## config.mk

```make
export PLATFORM = sky130hd
export DESIGN_NAME = mpu_reg_file
export DESIGN_NICKNAME = d
export VERILOG_FILES = /design/src/rtl/mpu_regs_pkg.sv /design/src/rtl/mpu_addr_decode.sv /design/src/rtl/mpu_region_bank.sv /design/src/rtl/mpu_reg_file.sv
export SDC_FILE = /design/constraint.sdc
export NUM_CORES = 1
export LEC_CHECK = 0
export ABC_AREA = 1
export BUFFER_PORTS_ARGS = -buffer_cell sky130_fd_sc_hd__buf_2
export CAP_MARGIN = 10
export CORE_MARGIN = 2
export CORE_UTILIZATION = 50
export CTS_BUF_LIST = sky130_fd_sc_hd__clkbuf_4
export DETAILED_ROUTE_END_ITERATION = 7
export PLACE_DENSITY = 0.7
export SLEW_MARGIN = 20
export SYNTH_ARGS = -nofsm -noshare
export SYNTH_HDL_FRONTEND = slang
export SYNTH_HIERARCHICAL = 1
export SYNTH_SLANG_ARGS = --single-unit
```

## constraint.sdc

```tcl
create_clock -name clk -period 2.45 [get_ports clk]
set_clock_uncertainty 0.05 [all_clocks]
set_input_delay 0.1225 -clock clk [delete_from_list [all_inputs] [get_ports clk]]
set_output_delay 0.1225 -clock clk [all_outputs]
set_load 0.01 [all_outputs]
```

## src/rtl/mpu_regs_pkg.sv

```systemverilog
package mpu_regs_pkg;

  typedef enum logic [2:0] {
    K_NONE = 3'd0,
    K_GEOM = 3'd1,
    K_CTRL = 3'd2,
    K_PTR  = 3'd3,
    K_BASE = 3'd4,
    K_ATTR = 3'd5
  } reg_kind_e;

  localparam int unsigned IDX_W    = 4;   // region field width in the base word
  localparam int unsigned CTRL_W   = 3;
  localparam int unsigned BASE_LSB = 5;
  localparam int unsigned SEL_BIT  = 4;
  localparam logic [15:0] SIZE_MASK = 16'hFF3F;
  localparam logic [15:0] ATTR_MASK = 16'h173F;

  // word index layout
  localparam int unsigned W_GEOM  = 0;
  localparam int unsigned W_CTRL  = 1;
  localparam int unsigned W_PTR   = 2;
  localparam int unsigned W_PAIR0 = 3;
  localparam int unsigned N_PAIRS = 4;

endpackage

```

## src/rtl/mpu_addr_decode.sv

```systemverilog
module mpu_addr_decode
  import mpu_regs_pkg::*;
(
  input  logic [3:0] idx,
  output reg_kind_e  kind
);

  localparam int unsigned LAST_W = W_PAIR0 + 2 * N_PAIRS - 1;

  always_comb begin
    kind = K_NONE;
    if (idx == 4'(W_GEOM))      kind = K_GEOM;
    else if (idx == 4'(W_CTRL)) kind = K_CTRL;
    else if (idx == 4'(W_PTR))  kind = K_PTR;
    else if (idx >= 4'(W_PAIR0) && idx <= 4'(LAST_W))
      kind = (idx[0] == 1'(W_PAIR0 & 1)) ? K_BASE : K_ATTR;
  end

endmodule

```

## src/rtl/mpu_region_bank.sv

```systemverilog
module mpu_region_bank
  import mpu_regs_pkg::*;
#(
  parameter int unsigned NREG = 8
) (
  input  logic                 clk,
  input  logic                 rst_n,
  input  logic                 base_we,
  input  logic                 attr_we,
  input  logic [IDX_W-1:0]     wr_idx,
  input  logic [31:BASE_LSB]   wr_base,
  input  logic [15:0]          wr_size,
  input  logic [15:0]          wr_attr,
  input  logic [IDX_W-1:0]     rd_idx,
  output logic [31:BASE_LSB]   rd_base,
  output logic [15:0]          rd_size,
  output logic [15:0]          rd_attr
);

  logic [31:BASE_LSB] base_q [NREG];
  logic [15:0]        size_q [NREG];
  logic [15:0]        attr_q [NREG];

  for (genvar g = 0; g < NREG; g++) begin : g_region
    logic base_en, attr_en;
    assign base_en = base_we && (wr_idx == IDX_W'(g));
    assign attr_en = attr_we && (wr_idx == IDX_W'(g));

    always_ff @(posedge clk or negedge rst_n) begin
      if (!rst_n) begin
        base_q[g] <= '0;
      end else if (base_en) begin
        base_q[g] <= wr_base;
      end
    end

    always_ff @(posedge clk or negedge rst_n) begin
      if (!rst_n) begin
        size_q[g] <= '0;
        attr_q[g] <= '0;
      end else if (attr_en) begin
        size_q[g] <= wr_size;
        attr_q[g] <= wr_attr;
      end
    end
  end

  always_comb begin
    rd_base = '0;
    rd_size = '0;
    rd_attr = '0;
    for (int i = 0; i < NREG; i++) begin
      if (rd_idx == IDX_W'(i)) begin
        rd_base = base_q[i];
        rd_size = size_q[i];
        rd_attr = attr_q[i];
      end
    end
  end

endmodule

```

## src/rtl/mpu_reg_file.sv

```systemverilog
module mpu_reg_file
  import mpu_regs_pkg::*;
#(
  parameter int unsigned NREG = 8
) (
  input  logic        clk,
  input  logic        rst_n,
  input  logic        wr_en,
  input  logic [3:0]  reg_idx,
  input  logic [31:0] wdata,
  output logic [31:0] rdata,
  output logic        inval,
  output logic        ctrl_illegal
);

  localparam logic [31:0] NREG_W    = 32'(NREG);
  localparam logic [31:0] GEOM_WORD = NREG_W << 8;

  reg_kind_e kind;

  logic [IDX_W-1:0]  ptr_q, ptr_d;
  logic [CTRL_W-1:0] ctrl_q, ctrl_d;
  logic              inval_q, inval_d;
  logic              illegal_q, illegal_d;
  logic              base_we, attr_we;
  logic [IDX_W-1:0]  tgt_idx;
  logic              cur_ok, sel_ok;

  logic [31:BASE_LSB] rd_base;
  logic [15:0]        rd_size, rd_attr;

  mpu_addr_decode u_dec (
    .idx  (reg_idx),
    .kind (kind)
  );

  mpu_region_bank #(.NREG(NREG)) u_bank (
    .clk     (clk),
    .rst_n   (rst_n),
    .base_we (base_we),
    .attr_we (attr_we),
    .wr_idx  (tgt_idx),
    .wr_base (wdata[31:BASE_LSB]),
    .wr_size (wdata[15:0] & SIZE_MASK),
    .wr_attr (wdata[31:16] & ATTR_MASK),
    .rd_idx  (ptr_q),
    .rd_base (rd_base),
    .rd_size (rd_size),
    .rd_attr (rd_attr)
  );

  assign cur_ok = 32'(ptr_q) < NREG_W;
  assign sel_ok = 32'(wdata[IDX_W-1:0]) < NREG_W;

  // next-state
  always_comb begin
    ptr_d     = ptr_q;
    ctrl_d    = ctrl_q;
    inval_d   = 1'b0;
    illegal_d = 1'b0;
    base_we   = 1'b0;
    attr_we   = 1'b0;
    tgt_idx   = ptr_q;
    if (wr_en) begin
      unique case (kind)
        K_CTRL: begin
          ctrl_d    = wdata[CTRL_W-1:0];
          inval_d   = 1'b1;
          illegal_d = wdata[1] & ~wdata[0];
        end
        K_PTR: begin
          if (wdata < NREG_W) ptr_d = wdata[IDX_W-1:0];
        end
        K_BASE: begin
          if (wdata[SEL_BIT]) begin
            if (sel_ok) begin
              tgt_idx = wdata[IDX_W-1:0];
              ptr_d   = wdata[IDX_W-1:0];
              base_we = 1'b1;
              inval_d = 1'b1;
            end
          end else if (cur_ok) begin
            base_we = 1'b1;
            inval_d = 1'b1;
          end
        end
        K_ATTR: begin
          if (cur_ok) begin
            attr_we = 1'b1;
            inval_d = 1'b1;
          end
        end
        default: ;
      endcase
    end
  end

  // registers
  always_ff @(posedge clk or negedge rst_n) begin
    if (!rst_n) begin
      ptr_q     <= '0;
      ctrl_q    <= '0;
      inval_q   <= 1'b0;
      illegal_q <= 1'b0;
    end else begin
      ptr_q     <= ptr_d;
      ctrl_q    <= ctrl_d;
      inval_q   <= inval_d;
      illegal_q <= illegal_d;
    end
  end

  // read path
  always_comb begin
    rdata = '0;
    unique case (kind)
      K_GEOM: rdata = GEOM_WORD;
      K_CTRL: rdata = {{(32-CTRL_W){1'b0}}, ctrl_q};
      K_PTR:  rdata = {{(32-IDX_W){1'b0}}, ptr_q};
      K_BASE: if (cur_ok) rdata = {rd_base, 1'b0, ptr_q};
      K_ATTR: if (cur_ok) rdata = {rd_attr, rd_size};
      default: rdata = '0;
    endcase
  end

  assign inval        = inval_q;
  assign ctrl_illegal = illegal_q;

  // checks
  p_ptr_range_r4: assert property (@(posedge clk) disable iff (!rst_n)
    32'(ptr_q) < NREG_W);

  p_ptr_hold_r4: assert property (@(posedge clk) disable iff (!rst_n)
    (wr_en && kind == K_PTR && wdata >= NREG_W) |=> $stable(ptr_q));

  p_sel_drop_r6: assert property (@(posedge clk) disable iff (!rst_n)
    (wr_en && kind == K_BASE && wdata[SEL_BIT] && !sel_ok)
      |=> (!inval && $stable(ptr_q)));

  p_illegal_inval_r3: assert property (@(posedge clk) disable iff (!rst_n)
    ctrl_illegal |-> inval);

  p_ctrl_inval_r9: assert property (@(posedge clk) disable iff (!rst_n)
    (wr_en && kind == K_CTRL) |=> inval);

  p_idle_quiet_r9: assert property (@(posedge clk) disable iff (!rst_n)
    !wr_en |=> !inval);

endmodule

```

==> impl_results.md, run 1 <==
* Status: finished with violations
* Failing checks: setup timing
* Core Util, Final at 62.6%
* Critical path capture point type: output port
* Core box area at 42900 sq um
* Initial core utilization at 50.3%
* Mean Syn Cell Area at 8.20 sq um
* Grt ovf at 0
* Cells after Synth at 2634
* Critical path peak fanout at 7
* Routed vias at 20400
* Netlist cell types at 31
* Post-Syn Area at 21600 sq um
* Core Rows at 76
* DIE AREA at 44900 sq um
* Drt pass-1 iters at 8
* Relative slew slack at 63.8%
* Avg WL per Cell at 20.4 um
* Die Span X at 212 um
* Place WS at 0.152 ns
* Largest net degree at the start of global routing at 60
* Worst EP arrival at 2.86 ns
* GR peak layer: met2
* Max-slew violations at 0
* Worst Tran Pin Value at 0.543 ns
* CTS Root Cell: clkbuf_4
* Pwr/cell area at 989 nW/um^2
* CTS tree: built
* Tot GR Track Use at 32.4%
* CP startpoint kind: flop
* Yosys Warn Count at 6
* Clock buffer depth at 3
* Max H-tree Level at 4
* Nets@finish at 2904
* Met1 usage at 42.6%
* Number of global-route vias before repair at 19500
* Post-route DRC at 0
* Share of cells above drive strength 1 at 18.1%
* # setup viols final at 32
* Post-route ant nets at 0
* Seq/Total Area, Yosys at 55.8%
* Crit share post-route at 124%
* Fill count at 3555
* Setup slack after layout at -0.578 ns
* CTS sink count at 481
* GR Util met3 at 7.31%
* Fmax at 0.330 GHz
* Routed WL at 72200 um
* Worst endpoint required time at 2.28 ns
* RSZ-0062 raised after global routing: yes
* Lkg Pwr at 12.4 nW
* 1st-iter DRT viols at 2403
* Reg clk slew, reported paths at 0.06 ns
* I/O pins at 73
* First-pass GRT wire length at 111000 um
* Total power draw at 26.6 mW
* Vias per inst at 5.77
* PortBufs at 72
* Global routing usage on met2 at 50.7%
* VDD IR max at 376 uV
* Die Y at 212 um
* Flop and latch count out of synthesis at 481
* Skew-Pair Late Insertion Delay at 0.84 ns
* Max_cap viols at 0
* Num CTS Buffers at 130
* Area grow syn2layout at 24.4%
* GP Congestion at 0.899
* Hold Crit Class: input pin to flop
* DP HPWL at 39600 um
* Setup CP Type: flop to output port
* Antenna violations before repair at 1
* Hold Vio Cnt, Final at 0
* Tmin final at 3.03 ns
==> synth_stat cells, drive strengths merged <==
cell type / number / area, sq um
buf: 39 / 200
nand4: 110 / 688
or2: 3 / 18.8
a211oi: 1 / 7.51
a22oi: 1 / 7.51
nand2: 781 / 2930
nor3: 8 / 65.1
clkbuf: 131 / 492
ha: 1 / 12.5
a21oi: 30 / 154
nor2: 154 / 619
o211ai: 5 / 37.5
nand3: 255 / 1320
a31oi: 3 / 18.8
a21boi: 1 / 7.51
dfrtp: 481 / 12000
o21ai: 482 / 2410
conb: 1 / 3.75
inv: 147 / 552
==> cells in the final DEF, fill, tap and decap left out, drive strengths merged, types with 30 or more instances in the layout <==
cell type / instances
nand2: 781
o21ai: 482
dfrtp: 481
nand3: 255
buf: 213
clkbuf: 197
nor2: 154
inv: 153
nand4: 110
dlygate4sd3: 41
a21oi: 30
==> cells by family (layout without fill, tap and decap cells) <==
family / count (synthesis) / after routing / synth area share, %
flip-flops: 481 / 481 / 55.8
AO/OA/AOI/OAI: 523 / 523 / 12.3
other: 1 / 10 / 0.0174
AND/OR/NAND/NOR: 1311 / 1311 / 26.2
buffers and inverters: 317 / 621 / 5.76
adder cells (fa/ha/maj): 1 / 1 / 0.0579
==> final timing paths <==
check	from	to	slack, ns	cells after the start
worst min-delay path	reg_idx[2]	ctrl_q[0]	0.1	9
min in group asynchronous	rst_n	u_bank/attr_q[18]	0.54	4
worst min register to register	u_bank/base_q[117]	u_bank/base_q[117]	0.43	2
worst max-delay path	ptr_q[1]	rdata[6]	-0.58	12
worst max register to register	ptr_q[1]	u_bank/attr_q[86]	0.07	12
max in group asynchronous	rst_n	u_bank/size_q[69]	1.34	4
==> area by class of cell <==
| cell class | instances | area [sq um] | share of cell area [%] |
|---|---|---|---|
| flip-flops and latches | 481 | 12000 | 44.8 |
| multi-input cells | 1843 | 8700 | 32.4 |
| repair buffers | 261 | 3160 | 11.8 |
| clock buffers | 193 | 1450 | 5.39 |
| well taps | 585 | 732 | 2.73 |
| inverters | 147 | 562 | 2.09 |
| clock inverters | 20 | 208 | 0.773 |
| diodes | 2 | 5.00 | 0.0186 |
==> worst max-delay path: stages (launching register included) <==
cell and delay, ns:
dfrtp_2 0.45, buf_6 0.15, nor2_4 0.11, buf_12 0.15, buf_12 0.15, buf_16 0.17
nand3_1 0.09, nand4_1 0.12, nor2_1 0.06, nand4_1 0.07, nand2_1 0.13, a21oi_2 0.20
buf_2 0.15
==> layer usage <==
metal	share of wire, %	vias up
met5	0	-
met4	4.9	0
met3	10	219
met2	46	1172
met1	39	9756
li1	-	9242
==> per-stage QoR <==
stage | TNS [ns] | instances | area [sq um] | hold slack, ns
floorplan | 0 | 2641 | 21600 | -0.223
global placement | 0 | 3220 | 23300 | 0.133
detailed placement | 0 | 3220 | 23300 | 0.140
CTS | -15.18 | 3519 | 26600 | 0.0327
global route | -19.28 | 3531 | 26900 | 0.132
finish | -16.15 | 3532 | 26900 | 0.0971
==> state kept, by name, summed over array words and instances (netlist names) <==
register,cells
u_bank/base_q,216
ptr_q,4
ctrl_q,3
u_bank/attr_q,128
inval,1
ctrl_illegal,1
u_bank/size_q,128
==> repair_timing <==
| item | in CTS | in global routing |
|---|---|---|
| endpoints found under the setup margin | 32 | 250 |
| setup buffers | 23 | 6 |
| hold buffers | 42 | 0 |
| endpoints found under the hold margin | 898 | 0 |
| pin swaps | 34 | 14 |
| gates resized for setup | 98 | 30 |
| gates cloned | 21 | 5 |
==> where the power goes <==
part	switching [mW]	internal [mW]	leakage, nW
logic	4.39	3.10	4.96
clock network	3.28	4.08	1.00
registers	1.37	10.3	6.47
(Power assumes the default switching activity.)
==> run 2, diff against run 1 <==
--- a/config.mk
+++ b/config.mk
@@ -8,7 +8,6 @@
 export ABC_AREA = 1
 export BUFFER_PORTS_ARGS = -buffer_cell sky130_fd_sc_hd__buf_2
 export CAP_MARGIN = 10
-export CORE_MARGIN = 2
 export CORE_UTILIZATION = 50
 export CTS_BUF_LIST = sky130_fd_sc_hd__clkbuf_4
 export DETAILED_ROUTE_END_ITERATION = 7
==> constraint.sdc (replaced) <==
create_clock -name clk -period 3.4 [get_ports clk]
set_clock_uncertainty 0.05 [all_clocks]
set_input_delay 0.17 -clock clk [delete_from_list [all_inputs] [get_ports clk]]
set_output_delay 0.17 -clock clk [all_outputs]
set_load 0.01 [all_outputs]
==> run 2 against run 1 <==
Utilization down 3.2 points. Sequential share of layout area up 3.1 points. Clock power fell by 27%. Worst hold slack improved by 0.055 ns. Register-to-register slack gained 0.62 ns. Critical path depth fell by 1. First-iteration DRC count decreased by 7.5%. Via count down 3.9%. The flow now finishes without violations.
==> impl_results.md, run 2 (synthesis gave the netlist of run 1 again) <==
* Status: completed (was finished with violations)
* Vias per inst at 5.71 (was 5.77)
* 1st-iter DRT viols at 2223 (was 2403)
* CTS Root Cell: clkbuf_4 (unchanged)
* DIE AREA at 44000 sq um (was 44900 sq um)
* Registers with the most flip-flops: u_bank/base_q (216), u_bank/attr_q (128), u_bank/size_q (128) (unchanged)
* Largest Register: u_bank/base_q (unchanged)
* DP HPWL at 38800 um (was 39600 um)
* Routed vias at 19600 (was 20400)
* Tmin final at 3.29 ns
* Critical path peak fanout at 28 (was 7)
* Reg clk slew, reported paths at 0.06 ns (about the same)
* Pwr/cell area at 716 nW/um^2 (was 989 nW/um^2)
* Final instance area at 25100 sq um (was 26900 sq um)
* Num CTS Buffers at 131 (was 130)
* Drt pass-1 iters at 6 (was 8)
* Max H-tree Level at 4 (unchanged)
* Crit share post-route at 96.8%
* Setup slack after layout at 0.110 ns (was -0.578 ns)
* Clock buffer depth at 3 (unchanged)
* Final std cells w/o fill at 3430 (was 3532)
* Post-route ant nets at 0 (unchanged)
* Hold Vio Cnt, Final at 0 (unchanged)
* Tot GR Track Use at 30.7% (was 32.4%)
* GP Congestion at 0.890 (was 0.899)
* RSZ-0062 raised after global routing: no (was yes)
* Worst endpoint required time at 3.18 ns (was 2.28 ns)
* Place WS at 0.615 ns (was 0.152 ns)
* Psw at 6.04 mW (was 9.04 mW)
* Core Util, Final at 59.4% (was 62.6%)
* Max reg flops at 216 (unchanged)
* Largest net degree at the start of global routing at 89 (was 60)
* Relative slew slack at 47.5% (was 63.8%)
* Hold Crit Class: input pin to flop (unchanged)
* CTS sink count at 481 (unchanged)
* Die Span X at 210 um (was 212 um)
* Sw frac at 33.6% (was 34.0%)
* Worst Tran Pin Value at 0.787 ns (was 0.543 ns)
* CP startpoint kind: input pin (was flop)
* Combinational Power Share at 23.3% (was 28.2%)
* Fmax at 0.304 GHz
* Max-slew violations at 0 (unchanged)
* Most frequent cells in the layout: 773 x nand2_1, 480 x o21ai_0, 479 x dfrtp_1, 244 x nand3_1, 188 x clkbuf_4 (was 762 x nand2_1, 480 x o21ai_0, 477 x dfrtp_1, 231 x nand3_1, 193 x clkbuf_4)
* Die Y at 210 um (was 212 um)
* Setup CP Type: input pin to output port (was flop to output port)
* # setup viols final at 0 (was 32)
* VDD IR max at 279 uV (was 376 uV)
* Critical path capture point type: output port (unchanged)
* Total Neg Setup Slack at 0 ns (was -16.15 ns)
* Post-route DRC at 0 (unchanged)
* Nets@finish at 2844 (was 2904)
* P_int at 11.9 mW (was 17.5 mW)
* First-pass GRT wire length at 105000 um (was 111000 um)
* Commonest non-fill, non-tap cell in the layout: nand2_1 (unchanged)
* Area grow syn2layout at 16.3% (was 24.4%)
* Core Rows at 75 (was 76)
* PortBufs at 72 (unchanged)
* Clk pwr share at 29.9% (was 27.7%)
* Sequential Power Share at 46.8% (was 44.1%)
* Avg WL per Cell at 19.1 um (was 20.4 um)
* Routed WL at 65700 um (was 72200 um)
* Max_cap viols at 0 (unchanged)
* Worst EP arrival at 3.07 ns (was 2.86 ns)
* I/O pins at 73 (unchanged)
* Lkg Pwr at 11.7 nW (was 12.4 nW)
* Number of global-route vias before repair at 19200 (was 19500)
* Share of cells above drive strength 1 at 14.1% (was 18.1%)
* Initial core utilization at 51.1% (was 50.3%)
* Skew-Pair Late Insertion Delay at 0.84 ns (about the same)
* Core box area at 42200 sq um (was 42900 sq um)
* CTS tree: built (unchanged)
* Antenna violations before repair at 1 (unchanged)
* Grt ovf at 0 (unchanged)
* DP Cell Count at 3146 (was 3220)
* DP Area at 22700 sq um (was 23300 sq um)
-- run 2: cell count changes in the layout (fill, tap and decap cells not counted), sizes merged, moves of 3 or more --
cell / delta
clkinvlp: +4
buf: -61
dlygate4sd3: +5
clkbuf: -8
inv: -3
clkinv: +8
bufbuf: -3
-- run 2: metal layers --
| layer | GRT usage, % | wire, um |
|---|---|---|
| met2 | 49.4 | 31000 |
| met1 | 40.1 | 27100 |
| met5 | 0 | 0 |
| met3 | 5.64 | 5070 |
| met4 | 15.3 | 2520 |
-- run 2: path summary, 6_finish.rpt --
check,from,endpoint,slack [ns],cells after the start
worst max-delay path,reg_idx[0],rdata[15],0.11,11
worst min-delay path,reg_idx[3],inval,0.15,7
worst max register to register,ptr_q[3],ptr_q[3],0.69,7
worst min register to register,u_bank/base_q[84],u_bank/base_q[84],0.43,2
max in group asynchronous,rst_n,u_bank/base_q[184],2.32,4
min in group asynchronous,rst_n,u_bank/size_q[118],0.53,4
-- run 2: repair_timing --
item	4_1_cts	5_1_grt
hold endpoints to repair	898	0
gates resized for setup	12	5
gates cloned	0	2
hold buffers	47	0
buffers inserted	4	11
setup endpoints to repair	31	12
pin swaps	1	4
-- run 2: layout make-up --
cell class | instances | area, sq um
fillers | 3805 | 17100
flip-flops and latches | 481 | 12000
multi-input cells | 1844 | 8440
repair buffers | 199 | 1680
clock buffers | 188 | 1410
well taps | 539 | 674
inverters | 147 | 552
clock inverters | 30 | 293
diodes | 2 | 5.00
-- run 2: power by group through the flow --
stage / logic (mW) / clock network, mW / registers [mW]
final: 4.19 / 5.37 / 8.40
after global routing: 4.74 / 5.79 / 8.60
after CTS: 4.08 / 5.49 / 8.37
after detailed placement: 3.97 / 0 / 8.46
after global placement: 3.82 / 0 / 8.40
after floorplan: 2.73 / 0 / 8.22
-- run 2: metrics by stage --
| stage | power (mW) | hold slack, ns |
|---|---|---|
| final | 18.0 | 0.152 |
| after global placement | 12.2 | 0.228 |
| after detailed placement | 12.4 | 0.228 |
| after CTS | 17.9 | 0.0441 |
| after floorplan | 10.9 | -0.176 |
| after global routing | 19.1 | 0.168 |
-- run 2: worst max-delay path: stages --
cell	delay [ns]
dlygate4sd3_1	0.52
buf_2	0.12
a21oi_1	0.04
dlygate4sd3_1	0.56
buf_4	0.16
nor2_1	0.14
nand2_2	0.16
nor2_8	0.49
nand2_1	0.20
a21oi_2	0.30
buf_2	0.19
==> run 3, diff against run 2 <==
--- a/config.mk
+++ b/config.mk
@@ -6,12 +6,14 @@
 export NUM_CORES = 1
 export LEC_CHECK = 0
 export ABC_AREA = 1
-export BUFFER_PORTS_ARGS = -buffer_cell sky130_fd_sc_hd__buf_2
+export BUFFER_PORTS_ARGS = -buffer_cell sky130_fd_sc_hd__clkbuf_2
 export CAP_MARGIN = 10
-export CORE_UTILIZATION = 50
+export CELL_PAD_IN_SITES_DETAIL_PLACEMENT = 0
+export CELL_PAD_IN_SITES_GLOBAL_PLACEMENT = 2
+export CORE_UTILIZATION = 40
 export CTS_BUF_LIST = sky130_fd_sc_hd__clkbuf_4
 export DETAILED_ROUTE_END_ITERATION = 7
-export PLACE_DENSITY = 0.7
+export PLACE_DENSITY = 0.87
 export SLEW_MARGIN = 20
 export SYNTH_ARGS = -nofsm -noshare
 export SYNTH_HDL_FRONTEND = slang
==> run 3 against run 2 <==
Non-clock buffer count rose by 49. Critical path depth up 4. Sequential share of layout area fell by 2.2 points. Fmax is 0.21% lower. Clock-buffer cell count grew 14. Worst setup slack got worse by 0.0069 ns. Clock power decreased by 1%. Global-route usage is 3.4 points lower. First-iteration DRC count decreased by 22%. Total power increased by 3.4%. Register-to-register slack got worse by 0.25 ns. Utilization is 9.8 points lower. Critical endpoint is now ptr_q[1]. Largest power group unchanged.
==> impl_results.md, run 3 (synthesis gave the netlist of run 1 again) <==
* Core Rows at 84 (was 75)
* Antenna violations before repair at 2 (was 1)
* Grt ovf at 0 (unchanged)
* Status: completed (unchanged)
* Max_cap viols at 0 (unchanged)
* First-pass GRT wire length at 112000 um (was 105000 um)
* Avg WL per Cell at 20.2 um (was 19.1 um)
* Fmax at 0.303 GHz (was 0.304 GHz)
* Worst reg2reg path depth at 8 (was 7)
* Max H-tree Level at 4 (unchanged)
* 1st-iter DRT viols at 1727 (was 2223)
* Relative slew slack at 54.4% (was 47.5%)
* Vias per inst at 5.37 (was 5.71)
* Number of global-route vias before repair at 18700 (was 19200)
* Crit path capture: ptr_q[1] (was rdata[15])
* Hold Vio Cnt, Final at 0 (unchanged)
* RR Endpoint: ptr_q[3] (unchanged)
* Routed WL at 73700 um (was 65700 um)
* Core Util, Final at 49.7% (was 59.4%)
* Num CTS Buffers at 137 (was 131)
* GP Congestion at 0.844 (was 0.890)
* Die Y at 234 um (was 210 um)
* Combinational Power Share at 26.2% (was 23.3%)
* Sequential Power Share at 45.2% (was 46.8%)
* Worst Tran Pin Value at 0.684 ns (was 0.787 ns)
* Clock buffer depth at 3 (unchanged)
* Reg-to-Reg Start: ptr_q[3] (unchanged)
* Tot GR Track Use at 27.3% (was 30.7%)
* Skew-Pair Late Insertion Delay at 0.98 ns (was 0.84 ns)
* CP startpoint kind: input pin (unchanged)
* Psw at 6.34 mW (was 6.04 mW)
* Most frequent cells in the layout: 766 x nand2_1, 480 x o21ai_0, 477 x dfrtp_1, 244 x nand3_1, 202 x clkbuf_4 (was 773 x nand2_1, 480 x o21ai_0, 479 x dfrtp_1, 244 x nand3_1, 188 x clkbuf_4)
* Post-route DRC at 0 (unchanged)
* Fin Hold WS at 0.0879 ns (was 0.152 ns)
* Setup crit start: reg_idx[3] (was reg_idx[0])
* Sw frac at 34.1% (was 33.6%)
* Pwr/cell area at 706 nW/um^2 (was 716 nW/um^2)
* Post-route ant nets at 0 (unchanged)
* Worst endpoint required time at 4.20 ns (was 3.18 ns)
* Lkg Pwr at 12.1 nW (was 11.7 nW)
* Critical path peak fanout at 6 (was 28)
* Setup CP Type: input pin to flop (was input pin to output port)
* Max-slew violations at 0 (unchanged)
* P_int at 12.2 mW (was 11.9 mW)
* Max reg flops at 216 (unchanged)
* Initial core utilization at 40.8% (was 51.1%)
* CTS Root Cell: clkbuf_4 (unchanged)
* Area grow syn2layout at 21.9% (was 16.3%)
* VDD IR max at 342 uV (was 279 uV)
* PortBufs at 72 (unchanged)
* Reg clk slew, reported paths at 0.06 ns (about the same)
* Routed vias at 19600 (about the same)
* # setup viols final at 0 (unchanged)
* Share of cells above drive strength 1 at 16.0% (was 14.1%)
* Clk pwr share at 28.6% (was 29.9%)
* Registers with the most flip-flops: u_bank/base_q (216), u_bank/attr_q (128), u_bank/size_q (128) (unchanged)
* Die Span X at 234 um (was 210 um)
* CTS sink count at 481 (unchanged)
* DP HPWL at 41400 um (was 38800 um)
* Crit share post-route at 97.0% (was 96.8%)
* Worst EP arrival at 4.09 ns (was 3.07 ns)
* Commonest non-fill, non-tap cell in the layout: nand2_1 (unchanged)
* Fill count at 5231 (was 3805)
* CTS tree: built (unchanged)
* RSZ-0062 raised after global routing: yes (was no)
* I/O pins at 73 (unchanged)
* Largest net degree at the start of global routing at 95 (was 89)
* Reg-to-reg slack, setup at 0.44 ns (was 0.69 ns)
* Drt pass-1 iters at 6 (unchanged)
* Critical path capture point type: flop (was output port)
* Largest Register: u_bank/base_q (unchanged)
* Nets@finish at 2899 (was 2844)
* Tmin final at 3.30 ns (was 3.29 ns)
* Core box area at 53000 sq um (was 42200 sq um)
* DIE AREA at 54900 sq um (was 44000 sq um)
* Hold Crit Class: input pin to flop (unchanged)
==> run 3: changes by cell type in the layout (fill, tap and decap cells not counted), moves of 7 or more <==
cell,before,now
dlygate4sd3_1,46,56
a21oi_1,24,15
nand2_2,8,15
buf_2,71,4
nand2_1,773,766
buf_12,14,29
clkbuf_2,0,66
clkinv_1,14,22
clkbuf_4,188,202
==> run 3: layout make-up <==
cell class	instances	area [sq um]	share of cell area [%]
Antenna cell	7	17.5	0.0666
Clock inverter	28	161	0.613
Multi-Input combinational cell	1844	8520	32.4
Clock buffer	202	1520	5.76
Sequential cell	481	12000	45.8
Inverter	147	563	2.14
Tap cell	688	861	3.27
Timing Repair Buffer	248	2630	9.99
==> run 3: power by group through the flow <==
| stage | registers, mW | clock network, mW | logic (mW) |
|---|---|---|---|
| CTS | 8.36 | 5.47 | 4.56 |
| finish | 8.39 | 5.31 | 4.86 |
| global placement | 8.41 | 0 | 4.00 |
| floorplan | 8.22 | 0 | 2.73 |
| detailed placement | 8.46 | 0 | 4.12 |
| global route | 8.59 | 5.78 | 5.44 |
==> run 3: timing repair <==
item / in CTS / in global routing
gates cloned: 6 / 9
resized for setup: 41 / 38
endpoints found under the setup margin: 32 / 28
pin swaps: 4 / 13
endpoints found under the hold margin: 898 / 0
hold buffers: 57 / 0
setup buffers: 11 / 24
==> run 3: per-stage QoR <==
step                      area (sq um)  cells  setup WS, ns  power [mW]  TNS (ns)
after floorplan                  21600   2641          1.19        10.9         0
after global placement           23000   3302         0.672        12.4         0
after detailed placement         23000   3302         0.610        12.6         0
after CTS                        25800   3606       0.00525        18.4         0
after global routing             26300   3641      -0.00375        19.8  -0.00375
final                            26300   3645         0.103        18.6         0
==> run 3: worst min-delay path by stage <==
stage | start | end | slack, ns | cells past startpoint
2_1_floorplan | rst_n | ctrl_illegal | -0.18 | 0
3_3_place_gp | rst_n | u_bank/attr_q[39] | 0.31 | 1
3_5_place_dp | rst_n | u_bank/attr_q[112] | 0.31 | 1
4_1_cts | wdata[31] | u_bank/base_q[134] | 0.0002 | 4
5_1_grt | wdata[31] | u_bank/base_q[188] | 0.07 | 4
6_report | wdata[31] | u_bank/base_q[188] | 0.09 | 4
==> run 3: routing by layer <==
metal	vias to the layer above	share of wire, %	track usage [%]	wire, um
met5	-	0	0	0
met4	0	2.1	8.73	1520
met3	111	6.7	5.78	4950
met2	708	46	42.9	34100
met1	9490	45	37.5	33000
li1	9251	-	-	-
==> run 3: critical path, cell delays in order <==
cell	delay, ns
dlygate4sd3_1	0.54
clkbuf_2	0.12
a21oi_1	0.11
dlygate4sd3_1	0.56
buf_4	0.14
nor2_1	0.06
nand2_2	0.29
inv_1	0.17
nand2_1	0.09
o21ai_0	0.07
dlygate4sd3_1	0.57
nand2_1	0.07
dlygate4sd3_1	0.54
nand2_1	0.04
dlygate4sd3_1	0.54
